**config.mk**
```make
export PLATFORM = sky130hd
export DESIGN_NAME = intr_grp_top
export DESIGN_NICKNAME = d
export VERILOG_FILES = /design/src/rtl/intr_grp_pkg.sv /design/src/rtl/intr_grp_decode.sv /design/src/rtl/intr_grp_unit.sv /design/src/rtl/intr_grp_rdmux.sv /design/src/rtl/intr_grp_top.sv
export SDC_FILE = /design/constraint.sdc
export NUM_CORES = 1
export LEC_CHECK = 0
export CORE_MARGIN = 2
export CORE_UTILIZATION = 40
export CTS_CLUSTER_DIAMETER = 30
export DETAILED_ROUTE_END_ITERATION = 6
export HOLD_SLACK_MARGIN = 0.12
export SYNTH_ARGS = -nofsm -noshare
export SYNTH_HDL_FRONTEND = slang
export SYNTH_HIERARCHICAL = 1
export SYNTH_SLANG_ARGS = --single-unit
export TNS_END_PERCENT = 50
```
**constraint.sdc**
```tcl
create_clock -name clk -period 3.3 [get_ports clk]
set_input_delay 0.66 -clock clk [delete_from_list [all_inputs] [get_ports clk]]
set_output_delay 0.66 -clock clk [all_outputs]
set_load 0.01 [all_outputs]
```
**src/rtl/intr_grp_pkg.sv**
```systemverilog
package intr_grp_pkg;

    // Register select codes (sel_i)
    typedef enum logic [2:0] {
        SEL_CAUSE      = 3'd0,
        SEL_CAUSE_SET  = 3'd1,
        SEL_CAUSE_CLR  = 3'd2,
        SEL_MASK       = 3'd3,
        SEL_MASK_CLR   = 3'd4,
        SEL_ABORT_MASK = 3'd5,
        SEL_CTRL       = 3'd6,
        SEL_RSVD       = 3'd7
    } reg_sel_e;

    // Control flags: bit 1 auto-mask, bit 0 clear-on-read
    typedef struct packed {
        logic auto_mask;
        logic clr_on_rd;
    } ctrl_t;

    localparam int CTRL_W = $bits(ctrl_t);

endpackage

```
**src/rtl/intr_grp_decode.sv**
```systemverilog
module intr_grp_decode #(
    parameter int NUM_GROUPS = 4,
    parameter int GRP_W      = 2
) (
    input  logic                  wr_en_i,
    input  logic                  rd_en_i,
    input  logic [GRP_W-1:0]      grp_i,
    output logic [NUM_GROUPS-1:0] wr_vec_o,
    output logic [NUM_GROUPS-1:0] rd_vec_o
);

    for (genvar g = 0; g < NUM_GROUPS; g++) begin : g_dec
        localparam logic [GRP_W-1:0] IDX = GRP_W'(g);
        assign wr_vec_o[g] = wr_en_i && (grp_i == IDX);
        assign rd_vec_o[g] = rd_en_i && (grp_i == IDX);
    end

endmodule

```
**src/rtl/intr_grp_unit.sv**
```systemverilog
module intr_grp_unit
    import intr_grp_pkg::*;
#(
    parameter int WIDTH = 32
) (
    input  logic              clk,
    input  logic              rst_n,
    input  logic [WIDTH-1:0]  evt_i,
    input  logic              wr_i,
    input  logic              rd_i,
    input  logic [2:0]        sel_i,
    input  logic [WIDTH-1:0]  wdata_i,
    output logic [WIDTH-1:0]  cause_o,
    output logic [WIDTH-1:0]  mask_o,
    output logic [WIDTH-1:0]  abort_mask_o,
    output logic [CTRL_W-1:0] ctrl_o,
    output logic              irq_o,
    output logic              abort_o
);

    typedef struct packed {
        logic [WIDTH-1:0] cause;
        logic [WIDTH-1:0] mask;
        logic [WIDTH-1:0] abort_mask;
        ctrl_t            ctrl;
    } state_t;

    state_t           st_d, st_q;
    reg_sel_e         sel;
    logic [WIDTH-1:0] sw_set, sw_clr, rd_clr, m_set, m_clr, pending, auto_set;

    assign sel      = reg_sel_e'(sel_i);
    assign sw_set   = (wr_i && sel == SEL_CAUSE_SET) ? wdata_i : '0;
    assign sw_clr   = (wr_i && sel == SEL_CAUSE_CLR) ? wdata_i : '0;
    assign m_set    = (wr_i && sel == SEL_MASK)      ? wdata_i : '0;
    assign m_clr    = (wr_i && sel == SEL_MASK_CLR)  ? wdata_i : '0;
    assign rd_clr   = (rd_i && sel == SEL_CAUSE && st_q.ctrl.clr_on_rd) ? st_q.cause : '0;
    assign pending  = st_q.cause & ~st_q.mask;
    assign auto_set = st_q.ctrl.auto_mask ? pending : '0;

    always_comb begin
        st_d = st_q;
        // Sets win over clears so no event is lost
        st_d.cause = (st_q.cause & ~(sw_clr | rd_clr)) | evt_i | sw_set;
        st_d.mask  = (st_q.mask & ~m_clr) | m_set | auto_set;
        if (wr_i && sel == SEL_ABORT_MASK) begin
            st_d.abort_mask = wdata_i;
        end
        if (wr_i && sel == SEL_CTRL) begin
            st_d.ctrl = ctrl_t'(wdata_i[CTRL_W-1:0]);
        end
    end

    always_ff @(posedge clk or negedge rst_n) begin
        if (!rst_n) begin
            st_q.cause      <= '0;
            st_q.mask       <= '1;
            st_q.abort_mask <= '1;
            st_q.ctrl       <= ctrl_t'('0);
        end else begin
            st_q <= st_d;
        end
    end

    assign cause_o      = st_q.cause;
    assign mask_o       = st_q.mask;
    assign abort_mask_o = st_q.abort_mask;
    assign ctrl_o       = st_q.ctrl;
    assign irq_o        = |pending;
    assign abort_o      = |(st_q.cause & ~st_q.abort_mask);

    // a fully masked group never interrupts
    a_r2_all_masked_quiet: assert property (@(posedge clk) disable iff (!rst_n)
        (&st_q.mask) |-> !irq_o);

    // an event bit is latched on the next edge
    a_r3_evt_latched: assert property (@(posedge clk) disable iff (!rst_n)
        (|evt_i) |=> ((st_q.cause & $past(evt_i)) == $past(evt_i)));

    // software-set cause bits are present after the write
    a_r4_sw_set: assert property (@(posedge clk) disable iff (!rst_n)
        (wr_i && sel_i == 3'd1) |=> ((st_q.cause & $past(wdata_i)) == $past(wdata_i)));

    // mask-clear without auto-mask leaves the written bits unmasked
    a_r5_mask_clr: assert property (@(posedge clk) disable iff (!rst_n)
        (wr_i && sel_i == 3'd4 && !st_q.ctrl.auto_mask) |=> ((st_q.mask & $past(wdata_i)) == '0));

    // clear-on-read removes the returned bits unless re-set by an event
    a_r8_clr_on_rd: assert property (@(posedge clk) disable iff (!rst_n)
        (rd_i && !wr_i && sel_i == 3'd0 && st_q.ctrl.clr_on_rd)
            |=> ((st_q.cause & $past(st_q.cause & ~evt_i)) == '0));

    // auto-mask masks every source that was presented
    a_r9_auto_mask: assert property (@(posedge clk) disable iff (!rst_n)
        (st_q.ctrl.auto_mask && (|pending)) |=> ((st_q.mask & $past(pending)) == $past(pending)));

endmodule

```
**src/rtl/intr_grp_rdmux.sv**
```systemverilog
module intr_grp_rdmux
    import intr_grp_pkg::*;
#(
    parameter int NUM_GROUPS = 4,
    parameter int WIDTH      = 32,
    parameter int GRP_W      = 2
) (
    input  logic [GRP_W-1:0]             grp_i,
    input  logic [2:0]                   sel_i,
    input  logic [NUM_GROUPS*WIDTH-1:0]  cause_i,
    input  logic [NUM_GROUPS*WIDTH-1:0]  mask_i,
    input  logic [NUM_GROUPS*WIDTH-1:0]  abort_mask_i,
    input  logic [NUM_GROUPS*CTRL_W-1:0] ctrl_i,
    output logic [WIDTH-1:0]             data_o
);

    localparam int PAD_W = WIDTH - CTRL_W;

    reg_sel_e sel;
    assign sel = reg_sel_e'(sel_i);

    always_comb begin
        data_o = '0;
        case (sel)
            SEL_CAUSE:      data_o = cause_i[grp_i*WIDTH +: WIDTH];
            SEL_MASK:       data_o = mask_i[grp_i*WIDTH +: WIDTH];
            SEL_ABORT_MASK: data_o = abort_mask_i[grp_i*WIDTH +: WIDTH];
            SEL_CTRL:       data_o = {{PAD_W{1'b0}}, ctrl_i[grp_i*CTRL_W +: CTRL_W]};
            default:        data_o = '0;
        endcase
    end

endmodule

```
**src/rtl/intr_grp_top.sv**
```systemverilog
module intr_grp_top
    import intr_grp_pkg::*;
#(
    parameter int NUM_GROUPS = 4,   // power of two, at least 2
    parameter int WIDTH      = 32,
    parameter int GRP_W      = $clog2(NUM_GROUPS) // derived
) (
    input  logic                        clk,
    input  logic                        rst_n,
    input  logic [NUM_GROUPS*WIDTH-1:0] evt_i,
    input  logic                        wr_en_i,
    input  logic                        rd_en_i,
    input  logic [GRP_W-1:0]            grp_i,
    input  logic [2:0]                  sel_i,
    input  logic [WIDTH-1:0]            wdata_i,
    output logic [WIDTH-1:0]            rdata_o,
    output logic [NUM_GROUPS-1:0]       irq_o,
    output logic [NUM_GROUPS-1:0]       abort_o
);

    localparam int ALL_W = NUM_GROUPS * WIDTH;

    logic [NUM_GROUPS-1:0]        wr_vec, rd_vec;
    logic [ALL_W-1:0]             cause_all, mask_all, abort_all;
    logic [NUM_GROUPS*CTRL_W-1:0] ctrl_all;
    logic [WIDTH-1:0]             rd_mux, rdata_d, rdata_q;

    intr_grp_decode #(.NUM_GROUPS(NUM_GROUPS), .GRP_W(GRP_W)) dec_i (
        .wr_en_i  (wr_en_i),
        .rd_en_i  (rd_en_i),
        .grp_i    (grp_i),
        .wr_vec_o (wr_vec),
        .rd_vec_o (rd_vec)
    );

    for (genvar g = 0; g < NUM_GROUPS; g++) begin : g_unit
        intr_grp_unit #(.WIDTH(WIDTH)) unit_i (
            .clk          (clk),
            .rst_n        (rst_n),
            .evt_i        (evt_i[g*WIDTH +: WIDTH]),
            .wr_i         (wr_vec[g]),
            .rd_i         (rd_vec[g]),
            .sel_i        (sel_i),
            .wdata_i      (wdata_i),
            .cause_o      (cause_all[g*WIDTH +: WIDTH]),
            .mask_o       (mask_all[g*WIDTH +: WIDTH]),
            .abort_mask_o (abort_all[g*WIDTH +: WIDTH]),
            .ctrl_o       (ctrl_all[g*CTRL_W +: CTRL_W]),
            .irq_o        (irq_o[g]),
            .abort_o      (abort_o[g])
        );
    end

    intr_grp_rdmux #(.NUM_GROUPS(NUM_GROUPS), .WIDTH(WIDTH), .GRP_W(GRP_W)) mux_i (
        .grp_i        (grp_i),
        .sel_i        (sel_i),
        .cause_i      (cause_all),
        .mask_i       (mask_all),
        .abort_mask_i (abort_all),
        .ctrl_i       (ctrl_all),
        .data_o       (rd_mux)
    );

    always_comb begin
        rdata_d = rdata_q;
        if (rd_en_i) begin
            rdata_d = rd_mux;
        end
    end

    always_ff @(posedge clk or negedge rst_n) begin
        if (!rst_n) begin
            rdata_q <= '0;
        end else begin
            rdata_q <= rdata_d;
        end
    end

    assign rdata_o = rdata_q;

    // read data holds between reads
    a_r11_rdata_hold: assert property (@(posedge clk) disable iff (!rst_n)
        !rd_en_i |=> $stable(rdata_o));

    // reserved select reads zero
    a_r11_rsvd_zero: assert property (@(posedge clk) disable iff (!rst_n)
        (rd_en_i && sel_i == 3'd7) |=> (rdata_o == '0));

endmodule

```
==> impl_metrics.xml <==
<?xml version="1.0" encoding="UTF-8"?>
<metrics>
  <group name="run_status">
    <metric name="status" unit="">completed</metric>
  </group>
  <group name="sta">
    <metric name="clock.fmax" unit="GHz">0.307</metric>
    <metric name="worstMarginPinSlew" unit="ns">0.902</metric>
    <metric name="worst_slew_margin" unit="%">39.5</metric>
    <metric name="finalCritPeriodShare" unit="%">98.6</metric>
    <metric name="slew_viol_final" unit="">0</metric>
    <metric name="report.final.hold_viol_count" unit="">0</metric>
    <metric name="finalCriticalPeriod" unit="ns">3.25</metric>
    <metric name="setup_total_negative_slack" unit="ns">0</metric>
    <metric name="rsz0062_at_grt" unit="">no</metric>
    <metric name="final-setup-viol-count" unit="">0</metric>
    <metric name="clock_skew" unit="ns">0.0220</metric>
  </group>
  <group name="placement">
    <metric name="io_buffer_count" unit="">208</metric>
    <metric name="place_congestion" unit="">0.973</metric>
    <metric name="dp_hpwl" unit="um">74100</metric>
    <metric name="place_inst" unit="">3011</metric>
  </group>
  <group name="cts">
    <metric name="clock_tree_from_tritoncts" unit="">yes</metric>
    <metric name="cts.root.buffer_cell" unit="">sky130_fd_sc_hd__clkbuf_16</metric>
    <metric name="clk-insertion-delay-late" unit="ns">0.64</metric>
    <metric name="path_clk_slew" unit="ns">0.05</metric>
    <metric name="post-cts-setup-buffer-count" unit="">0</metric>
    <metric name="cts_sinks" unit="">424</metric>
    <metric name="cts.htree.levels" unit="">3</metric>
    <metric name="number_of_buffers_added_by_the_clock_tree_synthesis_step" unit="">103</metric>
    <metric name="max-clock-path-buffers" unit="">3</metric>
  </group>
  <group name="critical_path">
    <metric name="critical_path.startpoint_type" unit="">flip-flop</metric>
    <metric name="cp_slowest_cell" unit="">sky130_fd_sc_hd__clkdlybuf4s50_1</metric>
    <metric name="worstSetupPathType" unit="">flip-flop to primary output</metric>
    <metric name="count_of_buffering_cells_on_the_critical_path_with_inverters_included" unit="">2</metric>
    <metric name="timing.critical_path.fanout_max" unit="">5</metric>
    <metric name="cpPeakStageDelay" unit="ns">0.53</metric>
    <metric name="worstSetupEndpointType" unit="">primary output</metric>
    <metric name="required" unit="ns">2.64</metric>
    <metric name="worstPathCellList" unit="">inv_1, o22ai_1, nor4_1, nand4_1, clkdlybuf4s50_1</metric>
    <metric name="cp_top_family" unit="">simple AND/OR/NAND/NOR gates</metric>
    <metric name="cp.arrival" unit="ns">2.59</metric>
  </group>
  <group name="die">
    <metric name="io-pin-count" unit="">209</metric>
    <metric name="fp.dieW" unit="um">246</metric>
    <metric name="placement_rows" unit="">88</metric>
    <metric name="floorplan.core_area" unit="sq um">57700</metric>
    <metric name="initial_core_util" unit="%">40.4</metric>
    <metric name="dieArea" unit="sq um">60300</metric>
    <metric name="dieHeight" unit="um">246</metric>
  </group>
  <group name="finish">
    <metric name="mostFrequentLayoutCells" unit="">256 x sky130_fd_sc_hd__dfstp_2, 201 x sky130_fd_sc_hd__clkdlybuf4s50_1, 168 x sky130_fd_sc_hd__dfrtp_1, 165 x sky130_fd_sc_hd__a21oi_1, 161 x sky130_fd_sc_hd__o22ai_1</metric>
    <metric name="final_layout_size_suffix_gt1_share" unit="%">31.9</metric>
    <metric name="area_growth" unit="%">29.8</metric>
    <metric name="stdcell_count" unit="">3211</metric>
    <metric name="num-nets-final" unit="">2521</metric>
    <metric name="final_common_cell" unit="">sky130_fd_sc_hd__dfstp_2</metric>
  </group>
  <group name="yosys">
    <metric name="post_synth.cell_area_avg" unit="sq um">11.2</metric>
    <metric name="number_of_enable_type_register_cells_in_the_synthesized_netlist" unit="">0</metric>
    <metric name="ys_warn_count" unit="">6</metric>
    <metric name="number_of_instances_in_the_synthesized_netlist" unit="">2082</metric>
    <metric name="synth_top_flop_cell" unit="">sky130_fd_sc_hd__dfstp_2</metric>
    <metric name="synth.lib_cells_used.distinct" unit="">52</metric>
    <metric name="synth.cell_area" unit="sq um">23300</metric>
    <metric name="register_area_share_after_synthesis" unit="%">46.8</metric>
    <metric name="postSynthRegisterBits" unit="">424</metric>
    <metric name="synth-async-reset-ratio" unit="%">100</metric>
    <metric name="syn_nets" unit="">2251</metric>
  </group>
  <group name="grt">
    <metric name="grt_antenna_before_repair" unit="">5</metric>
    <metric name="overflow_after_grt" unit="">0</metric>
    <metric name="grt_first_pass_wirelength" unit="um">155000</metric>
    <metric name="grt_max_degree" unit="">77</metric>
    <metric name="grt_usage" unit="%">35.6</metric>
    <metric name="first_global_vias" unit="">21218</metric>
  </group>
  <group name="power">
    <metric name="maximum_vdd_drop" unit="mV">0.369</metric>
    <metric name="pwr_density_cell" unit="nW/um^2">648</metric>
    <metric name="share_clk_of_total_power" unit="%">53.5</metric>
    <metric name="p_seq_share" unit="%">33.3</metric>
    <metric name="netSwitchingFraction" unit="%">26.8</metric>
    <metric name="static-leakage-power" unit="nW">12.2</metric>
    <metric name="comb_power_share" unit="%">13.2</metric>
    <metric name="intPower" unit="W">0.0144</metric>
    <metric name="power.net_switching" unit="W">0.00527</metric>
  </group>
  <group name="route">
    <metric name="detail_route.first_pass.iterations" unit="">6</metric>
    <metric name="detailroute.via_count" unit="">22329</metric>
    <metric name="routedWlPerCell" unit="um">34.0</metric>
    <metric name="remaining_drc_errors" unit="">0</metric>
    <metric name="drtIter0Drc" unit="">2920</metric>
    <metric name="via_per_inst" unit="">6.95</metric>
    <metric name="finalWirelength" unit="um">109000</metric>
    <metric name="final_antenna_net_count" unit="">0</metric>
  </group>
  <group name="min_path">
    <metric name="worst_hold_path_type" unit="">flip-flop to flip-flop</metric>
  </group>
  <group name="run">
    <metric name="cap_violations" unit="">0</metric>
  </group>
</metrics>
[worst paths after layout]
kind,startpoint,to,slack [ns],cells past startpoint
setup / recovery,g_unit[2].unit_i/cause_o[0]$_DFF_PN0_,abort_o[2],0.05,5
hold / removal,rdata_o[0]$_DFFE_PN0P_,rdata_o[0]$_DFFE_PN0P_,0.52,1
min in group asynchronous,rst_n,g_unit[2].unit_i/cause_o[3]$_DFF_PN0_,0.65,2
max in group asynchronous,rst_n,g_unit[1].unit_i/mask_o[10]$_DFF_PN1_,1.70,3
setup reg to reg,g_unit[0].unit_i/abort_mask_o[7]$_DFFE_PN1P_,rdata_o[7]$_DFFE_PN0P_,1.11,5
hold reg to reg,rdata_o[0]$_DFFE_PN0P_,rdata_o[0]$_DFFE_PN0P_,0.52,1
[power groups by stage]
| stage | combinational, W | clock, W | sequential (W) |
|---|---|---|---|
| 2_1_floorplan | 0.00127 | 0 | 0.00632 |
| 3_3_place_gp | 0.00249 | 0 | 0.00656 |
| 3_5_place_dp | 0.00253 | 0 | 0.00657 |
| 4_1_cts | 0.00254 | 0.0105 | 0.00651 |
| 5_1_grt | 0.00271 | 0.0108 | 0.00659 |
| 6_report | 0.00259 | 0.0105 | 0.00655 |
[logic make-up after synthesis]
logic type	after synthesis	synth area share, %
AOI/OAI and AO/OA	943	30.1
DFF	424	46.8
buffers and inverters	316	6.54
muxes	234	11.7
and+or+nand+nor	163	4.71
xor gates and xnor gates	2	0.107
[state kept, by name (all words and copies together), names as in the netlist]
name / flops
g_unit.unit_i/cause_o: 128
g_unit.unit_i/mask_o: 128
g_unit.unit_i/ctrl_o: 8
rdata_o: 32
g_unit.unit_i/abort_mask_o: 128
[through the flow]
step / util [%] / setup WS (ns) / total power [W] / hold slack (ns) / cell area, sq um
finish: 52.5 / 0.0466 / 0.0196 / 0.522 / 30300
floorplan: - / 1.12 / 0.00759 / 0.364 / 23300
global placement: 46.2 / 0.120 / 0.00905 / 0.506 / 26700
global route: 52.5 / 0.00478 / 0.0201 / 0.545 / 30300
detailed placement: 46.2 / 0.119 / 0.00909 / 0.515 / 26700
CTS: 52.5 / 0.0122 / 0.0196 / 0.526 / 30300
[cells in the mapped netlist, drive strengths merged (4+ instances only)]
library cell    n  share of area, %
a311oi         30               1.1
buf           135               3.6
mux2i          55               2.4
nor4bb          4              0.17
nor2            6             0.097
a22oi          10              0.32
a22o           38               1.4
a21o           16              0.51
mux2          174               8.9
nor2b          49               1.3
a221oi        152               5.7
mux4            5              0.48
a21oi         166               3.6
and2            6              0.16
a221o         157               6.7
a2111oi         6              0.23
and4b           4              0.17
and3b           4              0.15
o21ai          17              0.36
a31oi         128               3.4
dfstp         256                29
nand3           7              0.15
inv           129               2.1
dfrtp         168                18
nand2          16              0.26
o22ai         161               4.3
nand2b          4              0.11
o221ai         36               1.4
nand4b          4              0.15
nor3            4             0.086
nand4           8              0.21
clkbuf         49              0.79
a211oi         23              0.87
nor4           36               1.2
and4bb          4              0.21
[routing by layer]
metal	vias to the layer above	track usage, %	part of all wire, %
met5	-	0	0.011
met4	2	15.9	4.7
met3	224	10.5	13
met2	1484	49.2	41
met1	11497	51.1	42
li1	9122	-	-
[repair_timing]
item                                    in CTS  in global routing
hold endpoints to repair                    21                  0
hold buffers                                 1                  0
gates resized for setup                      0                  1
endpoints found under the setup margin       0                  1
[cell type report]
type                    count  area [sq um]
diodes                      3          7.51
inverters                 132           495
clock inverters            50           626
repair buffers            349          3300
clock buffers             146          3000
multi-input cells        1342         11000
well taps                 765           957
fillers                  5075         27400
flip-flops and latches    424         10900
Note: power is estimated with default switching activity, not from simulation.
